**src/rtl/mcs_pkg.sv**
```systemverilog
package mcs_pkg;

  localparam int          WORD_W   = 32;
  localparam logic [31:0] CRC_POLY = 32'h04C11DB7;
  localparam int          EXP_W    = 4;
  localparam int          DIV_W    = 8;
  localparam logic [EXP_W-1:0] EXP_MAX = 4'd8;

  typedef logic [WORD_W-1:0] word_t;
  typedef enum logic { ST_IDLE, ST_RUN } run_t;

  // One 32-bit word folded into the CRC state, most significant bit first
  function automatic word_t crc_step(input word_t st, input word_t d);
    word_t c;
    logic  fb;
    c = st;
    for (int i = WORD_W - 1; i >= 0; i--) begin
      fb = c[WORD_W-1] ^ d[i];
      c  = {c[WORD_W-2:0], 1'b0};
      if (fb) c = c ^ CRC_POLY;
    end
    return c;
  endfunction

  // Divisor exponent limited to the largest legal value
  function automatic logic [EXP_W-1:0] clamp_exp(input logic [EXP_W-1:0] n);
    return (n > EXP_MAX) ? EXP_MAX : n;
  endfunction

  // Countdown reload giving a tick every 2^n clocks
  function automatic logic [DIV_W-1:0] reload_of(input logic [EXP_W-1:0] n);
    logic [DIV_W:0] one;
    one = {{DIV_W{1'b0}}, 1'b1};
    return DIV_W'((one << n) - one);
  endfunction

endpackage

```
**src/rtl/mcs_tick_gen.sv**
```systemverilog
module mcs_tick_gen
  import mcs_pkg::*;
(
  input  logic             clk,
  input  logic             rst_n,
  input  logic             run_i,
  input  logic [EXP_W-1:0] div_sel_i,
  input  logic             boundary_i,
  output logic             tick_o
);

  logic [DIV_W-1:0] cnt_q;
  logic [EXP_W-1:0] exp_q;
  logic [EXP_W-1:0] exp_nxt;
  logic             apply;

  always_comb begin
    tick_o  = run_i && (cnt_q == '0);
    apply   = tick_o && boundary_i;
    exp_nxt = apply ? clamp_exp(div_sel_i) : exp_q;
  end

  always_ff @(posedge clk or negedge rst_n) begin
    if (!rst_n) begin
      cnt_q <= '0;
      exp_q <= '0;
    end else if (!run_i) begin
      cnt_q <= '0;
    end else if (tick_o) begin
      exp_q <= exp_nxt;
      cnt_q <= reload_of(exp_nxt);
    end else begin
      cnt_q <= cnt_q - 1'b1;
    end
  end

endmodule

```
**src/rtl/mcs_addr_seq.sv**
```systemverilog
module mcs_addr_seq #(
  parameter  int DEPTH = 16,
  localparam int AW    = (DEPTH > 1) ? $clog2(DEPTH) : 1
) (
  input  logic          clk,
  input  logic          rst_n,
  input  logic          tick_i,
  output logic          at_first_o,
  output logic          rd_en_o,
  output logic [AW-1:0] addr_o,
  output logic          first_o,
  output logic          last_o
);

  localparam logic [AW-1:0] LAST = AW'(DEPTH - 1);

  logic [AW-1:0] cnt_q;

  assign at_first_o = (cnt_q == '0);

  // ascending walk over the region, wrapping at the last word
  always_ff @(posedge clk or negedge rst_n) begin
    if (!rst_n) begin
      cnt_q   <= '0;
      rd_en_o <= 1'b0;
      addr_o  <= '0;
      first_o <= 1'b0;
      last_o  <= 1'b0;
    end else begin
      rd_en_o <= tick_i;
      if (tick_i) begin
        addr_o  <= cnt_q;
        first_o <= (cnt_q == '0);
        last_o  <= (cnt_q == LAST);
        cnt_q   <= (cnt_q == LAST) ? '0 : cnt_q + 1'b1;
      end
    end
  end

endmodule

```
**src/rtl/mcs_ref_store.sv**
```systemverilog
module mcs_ref_store
  import mcs_pkg::*;
(
  input  logic  clk,
  input  logic  rst_n,
  input  logic  load_i,
  input  word_t ref_init_i,
  input  logic  shift_i,
  input  logic  capture_i,
  input  logic  scan_in_i,
  output logic  scan_out_o,
  output word_t store_o
);

  word_t store_q;

  // load, R7 shift, R8 capture with shift first
  always_ff @(posedge clk or negedge rst_n) begin
    if (!rst_n)         store_q <= '0;
    else if (load_i)    store_q <= ref_init_i;
    else if (shift_i)   store_q <= {scan_in_i, store_q[WORD_W-1:1]};
    else if (capture_i) store_q <= ref_init_i;
  end

  assign scan_out_o = store_q[0];
  assign store_o    = store_q;

endmodule

```
**src/rtl/mcs_crc_engine.sv**
```systemverilog
module mcs_crc_engine
  import mcs_pkg::*;
(
  input  logic  clk,
  input  logic  rst_n,
  input  logic  rd_en_i,
  input  logic  rd_first_i,
  input  logic  rd_last_i,
  input  word_t data_i,
  input  word_t ref_i,
  output logic  err_o
);

  logic  vld_q, first_q, last_q;
  word_t state_q, seed_q, sig_q;
  word_t seed_now, folded;

  // Reference sampled with the first word of the pass
  assign seed_now = first_q ? ref_i : seed_q;
  assign folded   = crc_step(first_q ? '0 : state_q, data_i);

  always_ff @(posedge clk or negedge rst_n) begin
    if (!rst_n) begin
      vld_q   <= 1'b0;
      first_q <= 1'b0;
      last_q  <= 1'b0;
      state_q <= '0;
      seed_q  <= '0;
      sig_q   <= '0;
    end else begin
      vld_q   <= rd_en_i;
      first_q <= rd_en_i && rd_first_i;
      last_q  <= rd_en_i && rd_last_i;
      if (vld_q) begin
        seed_q <= seed_now;
        if (last_q) begin
          sig_q   <= crc_step(folded, seed_now);
          state_q <= '0;
        end else begin
          state_q <= folded;
        end
      end
    end
  end

  // flag follows the held signature only
  assign err_o = |sig_q;

endmodule

```
**src/rtl/mem_crc_scrubber.sv**
```systemverilog
module mem_crc_scrubber
  import mcs_pkg::*;
#(
  parameter  int DEPTH = 16,
  localparam int AW    = (DEPTH > 1) ? $clog2(DEPTH) : 1
) (
  input  logic          clk,
  input  logic          rst_n,
  input  logic          start_i,
  input  logic [31:0]   ref_init_i,
  input  logic [3:0]    div_exp_i,
  output logic          mem_rd_en_o,
  output logic [AW-1:0] mem_addr_o,
  input  logic [31:0]   mem_rd_data_i,
  input  logic          scan_shift_i,
  input  logic          scan_capture_i,
  input  logic          scan_in_i,
  output logic          scan_out_o,
  output logic          crc_err_o
);

  run_t  state_q;
  logic  run_active;
  logic  ref_load;
  logic  div_tick;
  logic  at_first;
  logic  rd_first;
  logic  rd_last;
  word_t ref_store;

  assign run_active = (state_q == ST_RUN);
  assign ref_load   = start_i && !run_active;

  always_ff @(posedge clk or negedge rst_n) begin
    if (!rst_n)        state_q <= ST_IDLE;
    else if (ref_load) state_q <= ST_RUN;
  end

  mcs_tick_gen u_tick (
    .clk        (clk),
    .rst_n      (rst_n),
    .run_i      (run_active),
    .div_sel_i  (div_exp_i),
    .boundary_i (at_first),
    .tick_o     (div_tick)
  );

  mcs_addr_seq #(.DEPTH(DEPTH)) u_seq (
    .clk        (clk),
    .rst_n      (rst_n),
    .tick_i     (div_tick),
    .at_first_o (at_first),
    .rd_en_o    (mem_rd_en_o),
    .addr_o     (mem_addr_o),
    .first_o    (rd_first),
    .last_o     (rd_last)
  );

  mcs_ref_store u_store (
    .clk        (clk),
    .rst_n      (rst_n),
    .load_i     (ref_load),
    .ref_init_i (ref_init_i),
    .shift_i    (scan_shift_i),
    .capture_i  (scan_capture_i),
    .scan_in_i  (scan_in_i),
    .scan_out_o (scan_out_o),
    .store_o    (ref_store)
  );

  mcs_crc_engine u_eng (
    .clk        (clk),
    .rst_n      (rst_n),
    .rd_en_i    (mem_rd_en_o),
    .rd_first_i (rd_first),
    .rd_last_i  (rd_last),
    .data_i     (mem_rd_data_i),
    .ref_i      (ref_store),
    .err_o      (crc_err_o)
  );

endmodule

```
**config.mk**
```make
export PLATFORM = sky130hd
export DESIGN_NAME = mem_crc_scrubber
export DESIGN_NICKNAME = d
export VERILOG_FILES = /design/src/rtl/mcs_pkg.sv /design/src/rtl/mcs_tick_gen.sv /design/src/rtl/mcs_addr_seq.sv /design/src/rtl/mcs_ref_store.sv /design/src/rtl/mcs_crc_engine.sv /design/src/rtl/mem_crc_scrubber.sv
export SDC_FILE = /design/constraint.sdc
export NUM_CORES = 1
export LEC_CHECK = 0
export ABC_AREA = 1
export ABC_CLOCK_PERIOD_IN_PS = 6480
export BUFFER_PORTS_ARGS = -buffer_cell sky130_fd_sc_hd__buf_2
export CELL_PAD_IN_SITES_DETAIL_PLACEMENT = 1
export CELL_PAD_IN_SITES_GLOBAL_PLACEMENT = 1
export CORE_MARGIN = 2
export CORE_UTILIZATION = 40
export DETAILED_ROUTE_END_ITERATION = 8
export PLACE_DENSITY = 0.73
export REMOVE_ABC_BUFFERS = 1
export SKIP_LAST_GASP = 1
export SYNTH_ARGS = -nofsm -noshare
export SYNTH_HDL_FRONTEND = slang
export SYNTH_SLANG_ARGS = --single-unit
```
**constraint.sdc**
```tcl
create_clock -name clk -period 6.48 [get_ports clk]
set_input_delay 0.972 -clock clk [delete_from_list [all_inputs] [get_ports clk]]
set_output_delay 0.972 -clock clk [all_outputs]
set_load 0.01 [all_outputs]
```
==> results of run 1 <==
[registers in the layout, summed over array words and instances (netlist names)]
register and cells:
u_tick.exp_q 4, u_seq.rd_en_o 1, u_tick.cnt_q 8, run_active 1, u_eng.first_q 1, u_eng.state_q 32
u_eng.last_q 1, u_store.store_o 32, u_seq.cnt_q 4, u_eng.seed_q 32, u_eng.vld_q 1, u_seq.last_o 1
u_seq.addr_o 4, u_eng.sig_q 32, u_seq.first_o 1
[cell usage after synthesis (2+ instances only)]
master	count
sky130_fd_sc_hd__nand4_1	11
sky130_fd_sc_hd__o22ai_1	9
sky130_fd_sc_hd__o21ai_1	3
sky130_fd_sc_hd__xor2_1	132
sky130_fd_sc_hd__dfrtp_1	155
sky130_fd_sc_hd__a32o_1	3
sky130_fd_sc_hd__inv_1	254
sky130_fd_sc_hd__inv_4	8
sky130_fd_sc_hd__or2_1	4
sky130_fd_sc_hd__nand2_1	1252
sky130_fd_sc_hd__ha_1	3
sky130_fd_sc_hd__clkbuf_1	37
sky130_fd_sc_hd__nand3_1	425
sky130_fd_sc_hd__o21ai_0	130
sky130_fd_sc_hd__or2_2	10
sky130_fd_sc_hd__a32oi_1	2
sky130_fd_sc_hd__nor2_1	40
sky130_fd_sc_hd__a21oi_1	46
sky130_fd_sc_hd__a31oi_1	33
sky130_fd_sc_hd__xor2_2	2
sky130_fd_sc_hd__nand3b_1	20
sky130_fd_sc_hd__o31ai_1	2
sky130_fd_sc_hd__buf_4	2
sky130_fd_sc_hd__nand3_2	23
sky130_fd_sc_hd__nand3_4	6
sky130_fd_sc_hd__nor4_1	10
sky130_fd_sc_hd__inv_2	52
sky130_fd_sc_hd__nor3_1	4
sky130_fd_sc_hd__buf_2	5
sky130_fd_sc_hd__buf_6	10
sky130_fd_sc_hd__xnor2_1	32
sky130_fd_sc_hd__nand2_4	39
sky130_fd_sc_hd__nor2_4	5
sky130_fd_sc_hd__nand2_2	146
[stage by stage]
step	setup TNS [ns]	std cells	setup WS [ns]	area, um2
final	0	3770	0.3169	21090
after CTS	0	3733	0.02236	20200
after global placement	-0.3057	3704	-0.08005	19670
after global routing	-0.5946	3770	-0.07511	21090
after detailed placement	-5.937	3704	-0.3174	19670
after floorplan	0	2867	0.1715	16970
[cells by family (layout without fill, tap and decap cells)]
| group | after synthesis | count (layout) | share of synthesized area, % |
|---|---|---|---|
| AO/OA/AOI/OAI | 229 | 229 | 7.126 |
| buffers and inverters | 369 | 672 | 8.656 |
| XOR/XNOR | 166 | 166 | 8.511 |
| AND/OR/NAND/NOR | 1999 | 1999 | 53.02 |
| flip-flops | 155 | 155 | 22.47 |
| adder cells (fa/ha/maj) | 3 | 3 | 0.2175 |
[repair_timing]
| item | 4_1_cts | 5_1_grt |
|---|---|---|
| resized for setup | 0 | 142 |
| setup buffers | 0 | 35 |
| setup endpoints to repair | 0 | 32 |
[per-layer routing]
metal  share of wire [%]  vias up  routed length (um)
met5                   0        -                   0
met4                 2.8        0                2013
met3                 5.0      103                3673
met2                  46      464               33820
met1                  46    10030               33280
li1                    -     9873                   -
[worst max-delay path by stage]
stage,endpoint,slack (ns),cells past startpoint
after floorplan,u_eng.sig_q[25]$_DFFE_PN0P_,0.17,46
after global placement,u_eng.sig_q[23]$_DFFE_PN0P_,-0.08,41
after detailed placement,u_eng.sig_q[23]$_DFFE_PN0P_,-0.32,45
after CTS,u_eng.sig_q[23]$_DFFE_PN0P_,0.02,45
after global routing,u_eng.sig_q[13]$_DFFE_PN0P_,-0.08,54
final,u_eng.sig_q[23]$_DFFE_PN0P_,0.32,34
[area by class of cell]
class                   count  area (um2)  area share (%)
multi-input cells        2397       12410           58.84
well taps                 546       683.2           3.239
repair inverters            2       27.53          0.1305
flip-flops and latches    155        3882           18.41
repair buffers            326        2331           11.05
clock inverters            10       98.84          0.4686
inverters                 315        1227           5.819
clock buffers              19       432.9           2.052
==> results.sh, run 1 <==
export IMPL_asyncSetResetFlopFracSynth_pct=100.0
export IMPL_synth_yosys_seq_area_share_pct=22.47
export IMPL_antenna_cells=0
export IMPL_finalMaxSlewViolations=0
export IMPL_drt_wl_total_um=72790
export IMPL_cts_htree_levels=4
export IMPL_clkSlewWorstSetupHoldPaths_ns=0.07
export IMPL_fmaxAchievable_mhz=162.3
export IMPL_crit_buf_inv=7
export IMPL_post_route_util_pct=49.30
export IMPL_worstMarginPinSlew_ns=1.086
export IMPL_use_met3_pct=4.881
export IMPL_critical_path_top_cell_by_count="sky130_fd_sc_hd__nand2_1"
export IMPL_place_port_buffers=80
export IMPL_reg2reg_depth=34
export IMPL_fin_worst_skew_ns=0.01365
export IMPL_met1_global_route_usage_pct=43.25
export IMPL_grt_overflow_total=0
export IMPL_critPathSlowestCell="sky130_fd_sc_hd__dfrtp_4"
export IMPL_synth_largest_area_cell="sky130_fd_sc_hd__nand2_1"
export IMPL_placeableCoreArea_um2=42790
export IMPL_globalRouteMet2Util_pct=53.48
export IMPL_postCtsHoldBufs=0
export IMPL_clock_insertion_delay_worst_skew_ns=0.48
export IMPL_final_period_minus_worst_setup_slack_ns=6.163
export IMPL_cp_end_kind="flop"
export IMPL_holdCritPathClass="primary input to async pin"
export IMPL_dp_final_hpwl_um=59190
export IMPL_die_width_um=211.7
export IMPL_final_nets=3291
export IMPL_start_kind="flop"
export IMPL_final_fill_count=5935
export IMPL_maxCapViolCount=0
export IMPL_areaGrowthSynthToFinish_pct=22.22
export IMPL_drtPass1Iterations=5
export IMPL_vias_per_cell=5.429
export IMPL_cts_tree="done"
export IMPL_hold_slack_ns=0.4199
export IMPL_yosys_area_top_type_share_pct=27.23
export IMPL_dominantRegCellSynth="sky130_fd_sc_hd__dfrtp_1"
export IMPL_initial_utilization_pct=40.33
export IMPL_netlist_top_cells_area="sky130_fd_sc_hd__nand2_1 (27%), sky130_fd_sc_hd__dfrtp_1 (22%), sky130_fd_sc_hd__nand3_1 (12%)"
export IMPL_hold_viol=0
export IMPL_most_common_layout_cells="sky130_fd_sc_hd__nand2_1 (1204), sky130_fd_sc_hd__nand3_1 (395), sky130_fd_sc_hd__inv_1 (252)"
export IMPL_cts_max_path_buffers=2
export IMPL_die_h_um=211.7
export IMPL_initial_antenna_violation_count=0
export IMPL_mostFrequentLayoutCell="sky130_fd_sc_hd__nand2_1"
export IMPL_clock_sinks=155
export IMPL_pin_count=81
export IMPL_finalSetupViolCount=0
export IMPL_num_rows=76
export IMPL_outcome="complete, no violations"
export IMPL_rr_startpoint="u_eng.first_q$_DFF_PN0_"
export IMPL_dieArea_um2=44830
export IMPL_number_of_instances_in_the_synthesized_netlist=2921
export IMPL_pin_count_of_the_biggest_net_entering_global_routing=84
export IMPL_regToRegSetupSlack_ns=0.32
export IMPL_worstPathMaxFanout=9
export IMPL_synth_seq_cells=155
export IMPL_worst_endpoint_required_ns=6.84
export IMPL_routedWlPerCell_um=19.31
export IMPL_place_congestion=0.9742
export IMPL_final_min_period_over_clock_period_pct=95.11
export IMPL_post_synth_design_cell_area_um2=17260
export IMPL_first_iter_violations=1101
export IMPL_worst_setup_path_start="u_eng.first_q$_DFF_PN0_"
export IMPL_setup_repair_after_global_routing_missed_its_margin="true"
export IMPL_count_of_flip_flops_with_a_built_in_enable_after_synthesis=0
export IMPL_final_antenna_net_count=0
export IMPL_critPathArrivalTime_ns=6.52
export IMPL_tritoncts_num_buffers=17
export IMPL_type_of_the_setup_path_with_the_least_slack="flop to flop"
export IMPL_r2r_end="u_eng.sig_q[23]$_DFFE_PN0P_"
export IMPL_global_route_wire_length_before_repair_um=112600
export IMPL_final_layout_size_suffix_gt1_share_pct=22.83
export IMPL_clock_root_buffer="sky130_fd_sc_hd__clkbuf_16"
export IMPL_synth_area_per_cell_um2=5.909
export IMPL_total_grt_usage_pct=32.35
export IMPL_first_global_vias=20770
export IMPL_worst_slew_margin_rel_pct=27.36
export IMPL_timing_critical_path_slowest_cell_delay_ns=0.58
export IMPL_residual_drc_count=0
export IMPL_netlist_cell_type_count=40
export IMPL_grt_busiest_layer="met2"
export IMPL_timing_critical_path_max_delay_family="simple AND/OR/NAND/NOR gates"
export IMPL_num_vias=20470
export IMPL_synth_warning_count=0
Power of run 1 is not shown: default switching activity piles up to over one toggle a cycle in this logic, so the estimate is an artifact.
==> run 2: changes to the inputs <==
--- a/config.mk
+++ b/config.mk
@@ -5,7 +5,6 @@
 export SDC_FILE = /design/constraint.sdc
 export NUM_CORES = 1
 export LEC_CHECK = 0
-export ABC_AREA = 1
 export ABC_CLOCK_PERIOD_IN_PS = 6480
 export BUFFER_PORTS_ARGS = -buffer_cell sky130_fd_sc_hd__buf_2
 export CELL_PAD_IN_SITES_DETAIL_PLACEMENT = 1
@@ -13,7 +12,7 @@
 export CORE_MARGIN = 2
 export CORE_UTILIZATION = 40
 export DETAILED_ROUTE_END_ITERATION = 8
-export PLACE_DENSITY = 0.73
+export PLACE_DENSITY = 0.64
 export REMOVE_ABC_BUFFERS = 1
 export SKIP_LAST_GASP = 1
 export SYNTH_ARGS = -nofsm -noshare
==> run 2 against run 1 <==
Net effect:
- utilization increased by 0.91 points
- global-route usage fell by 9.8 points
- maximum frequency fell by 2.1%
- critical path type unchanged
- clock skew is essentially flat
- register-to-register slack got worse by 0.13 ns
- synthesized cell count down 58%
==> results.sh, run 2 <==
export IMPL_count_of_flip_flops_with_a_built_in_enable_after_synthesis=0
export IMPL_first_iter_violations=362
export IMPL_yosysMostFrequentCell="sky130_fd_sc_hd__xnor2_1"
export IMPL_netlist_top_cells_area="sky130_fd_sc_hd__dfrtp_1 (26%), sky130_fd_sc_hd__xnor3_1 (19%), sky130_fd_sc_hd__xnor2_1 (16%)"
export IMPL_cp_end_kind="flop"
export IMPL_cts_tree="done"
export IMPL_die_width_um=197.8
export IMPL_cts_htree_levels=4
export IMPL_clkSlewWorstSetupHoldPaths_ns=0.07
export IMPL_cts_max_path_buffers=2
export IMPL_routed_wl_met3_um=1075
export IMPL_finalMaxSlewViolations=0
export IMPL_route_layer_met1_wl_um=18500
export IMPL_worst_slew_margin_rel_pct=23.66
export IMPL_clock_root_buffer="sky130_fd_sc_hd__clkbuf_16"
export IMPL_clock_sinks=155
export IMPL_worst_setup_path_start="u_eng.first_q$_DFF_PN0_"
export IMPL_areaGrowthSynthToFinish_pct=22.99
export IMPL_worst_endpoint_required_ns=6.85
export IMPL_tritoncts_num_buffers=17
export IMPL_placeableCoreArea_um2=36790
export IMPL_initial_antenna_violation_count=0
export IMPL_maxCapViolCount=0
export IMPL_rr_startpoint="u_eng.first_q$_DFF_PN0_"
export IMPL_worstPathMaxFanout=19
export IMPL_final_period_minus_worst_setup_slack_ns=6.297
export IMPL_post_route_util_pct=50.21
export IMPL_postCtsHoldBufs=0
export IMPL_clock_insertion_delay_worst_skew_ns=0.45
export IMPL_hold_path_startpoint="u_seq.rd_en_o$_DFF_PN0_"
export IMPL_drtPass1Iterations=5
export IMPL_synth_warning_count=0
export IMPL_yosys_area_top_type_share_pct=25.83
export IMPL_place_congestion=0.8953
export IMPL_routed_wl_met2_um=21560
export IMPL_drt_wl_total_um=42220
export IMPL_vias_per_cell=4.907
export IMPL_synth_largest_area_cell="sky130_fd_sc_hd__dfrtp_1"
export IMPL_finalSetupViolCount=0
export IMPL_die_h_um=197.8
export IMPL_pin_count=81
export IMPL_post_synth_design_cell_area_um2=15020
export IMPL_final_antenna_net_count=0
export IMPL_mostFrequentLayoutCell="sky130_fd_sc_hd__xnor2_1"
export IMPL_dominantRegCellSynth="sky130_fd_sc_hd__dfrtp_1"
export IMPL_routedWlPerCell_um=21.12
export IMPL_grt_overflow_total=0
export IMPL_hold_viol=0
export IMPL_total_grt_usage_pct=22.55
export IMPL_place_port_buffers=80
export IMPL_num_vias=9810
export IMPL_synth_area_per_cell_um2=12.27
export IMPL_synth_top_cells_by_count="sky130_fd_sc_hd__xnor2_1 (268), sky130_fd_sc_hd__dfrtp_1 (155), sky130_fd_sc_hd__xnor3_1 (129), sky130_fd_sc_hd__xor2_1 (87), sky130_fd_sc_hd__nor2_1 (67)"
export IMPL_global_route_wire_length_before_repair_um=64960
export IMPL_holdCritPathClass="flop to flop"
export IMPL_type_of_the_setup_path_with_the_least_slack="flop to flop"
export IMPL_most_common_layout_cells="sky130_fd_sc_hd__xnor2_1 (263), sky130_fd_sc_hd__buf_4 (236), sky130_fd_sc_hd__dfrtp_1 (153)"
export IMPL_pin_count_of_the_biggest_net_entering_global_routing=65
export IMPL_outcome="complete, no violations"
export IMPL_final_layout_size_suffix_gt1_share_pct=32.79
export IMPL_critPathArrivalTime_ns=6.67
export IMPL_uppermost_layer_routed="met4"
export IMPL_antenna_cells=0
export IMPL_residual_drc_count=0
export IMPL_first_global_vias=10830
export IMPL_final_min_period_over_clock_period_pct=97.17
export IMPL_final_nets=1595
export IMPL_asyncSetResetFlopFracSynth_pct=100.0
export IMPL_dieArea_um2=39110
export IMPL_synth_yosys_seq_area_share_pct=25.83
export IMPL_netlist_cell_type_count=48
export IMPL_initial_utilization_pct=40.82
export IMPL_fin_worst_skew_ns=0.01388
export IMPL_fmaxAchievable_mhz=158.8
export IMPL_synth_seq_cells=155
export IMPL_worstMarginPinSlew_ns=1.145
export IMPL_start_kind="flop"
export IMPL_num_rows=70
export IMPL_number_of_instances_in_the_synthesized_netlist=1224
export IMPL_dp_final_hpwl_um=34440
==> run 2: layout make-up <==
class,instances,area [um2]
inverter,42,157.7
clock inverter,13,180.2
tap,468,585.6
timing repair buffer,323,2318
multi-input combinational,979,10910
sequential,155,3884
clock buffer,19,432.9
fill,3911,18320
==> run 2: through the flow <==
step | hold slack [ns] | instance area (um2) | setup WS (ns) | std cells | setup TNS, ns
2_1_floorplan | 0.4393 | 14790 | -1.436 | 1176 | -36.01
3_3_place_gp | 0.4229 | 17680 | -0.2428 | 1964 | -3.729
3_5_place_dp | 0.4251 | 17680 | -0.2995 | 1964 | -5.297
4_1_cts | 0.4428 | 18290 | 0.04106 | 1996 | 0
5_1_grt | 0.4488 | 18470 | -0.02311 | 1999 | -0.02753
6_report | 0.4401 | 18470 | 0.1831 | 1999 | 0
==> run 2: per-layer routing <==
metal,track usage (%),vias to the layer above
met5,0,-
li1,-,4674
met1,28.76,4938
met2,39.76,153
met4,7.268,0
met3,2.844,45
==> run 2: path summary, 6_finish.rpt <==
path                                          endpoint  slack, ns  cells past startpoint
setup / recovery           u_eng.sig_q[27]$_DFFE_PN0P_       0.18                     16
hold / removal                   u_eng.vld_q$_DFF_PN0_       0.44                      0
setup reg to reg           u_eng.sig_q[27]$_DFFE_PN0P_       0.18                     16
hold reg to reg                  u_eng.vld_q$_DFF_PN0_       0.44                      0
max in group asynchronous      u_eng.first_q$_DFF_PN0_       4.87                      2
min in group asynchronous    u_tick.cnt_q[3]$_DFF_PN0_       0.47                      1
==> run 2: repair_timing <==
item / CTS / global route
endpoints found under the hold margin: 0 / 0
buffers inserted: 0 / 3
setup endpoints to repair: 0 / 24
gates resized for setup: 0 / 19
==> run 2: kinds of logic (layout without fill, tap and decap cells) <==
| logic type | count (synthesis) | count (layout) | share of synthesized area [%] |
|---|---|---|---|
| xor+xnor | 590 | 590 | 54.74 |
| simple gates | 171 | 171 | 5.332 |
| flops | 155 | 155 | 25.83 |
| compound gates | 113 | 113 | 4.099 |
| mux | 102 | 102 | 7.199 |
| buf+inv | 90 | 397 | 2.550 |
| fa+ha+maj | 3 | 3 | 0.2500 |
==> run 2: critical path: stages, from the launching register on <==
cell and delay (ns):
sky130_fd_sc_hd__dfrtp_4 0.60, sky130_fd_sc_hd__nor2b_1 0.19, sky130_fd_sc_hd__xnor2_1 0.16, sky130_fd_sc_hd__xnor3_2 0.50, sky130_fd_sc_hd__xnor3_2 0.42, sky130_fd_sc_hd__xnor3_2 0.48, sky130_fd_sc_hd__xor3_1 0.46, sky130_fd_sc_hd__xnor3_2 0.53
sky130_fd_sc_hd__xor2_2 0.29, sky130_fd_sc_hd__xnor3_1 0.40, sky130_fd_sc_hd__xnor2_2 0.31, sky130_fd_sc_hd__xor3_2 0.47, sky130_fd_sc_hd__xor2_4 0.25, sky130_fd_sc_hd__xor3_1 0.32, sky130_fd_sc_hd__xnor2_1 0.25, sky130_fd_sc_hd__xnor3_1 0.45
sky130_fd_sc_hd__o21ai_1 0.12
Power of run 2 is left out for the same reason.
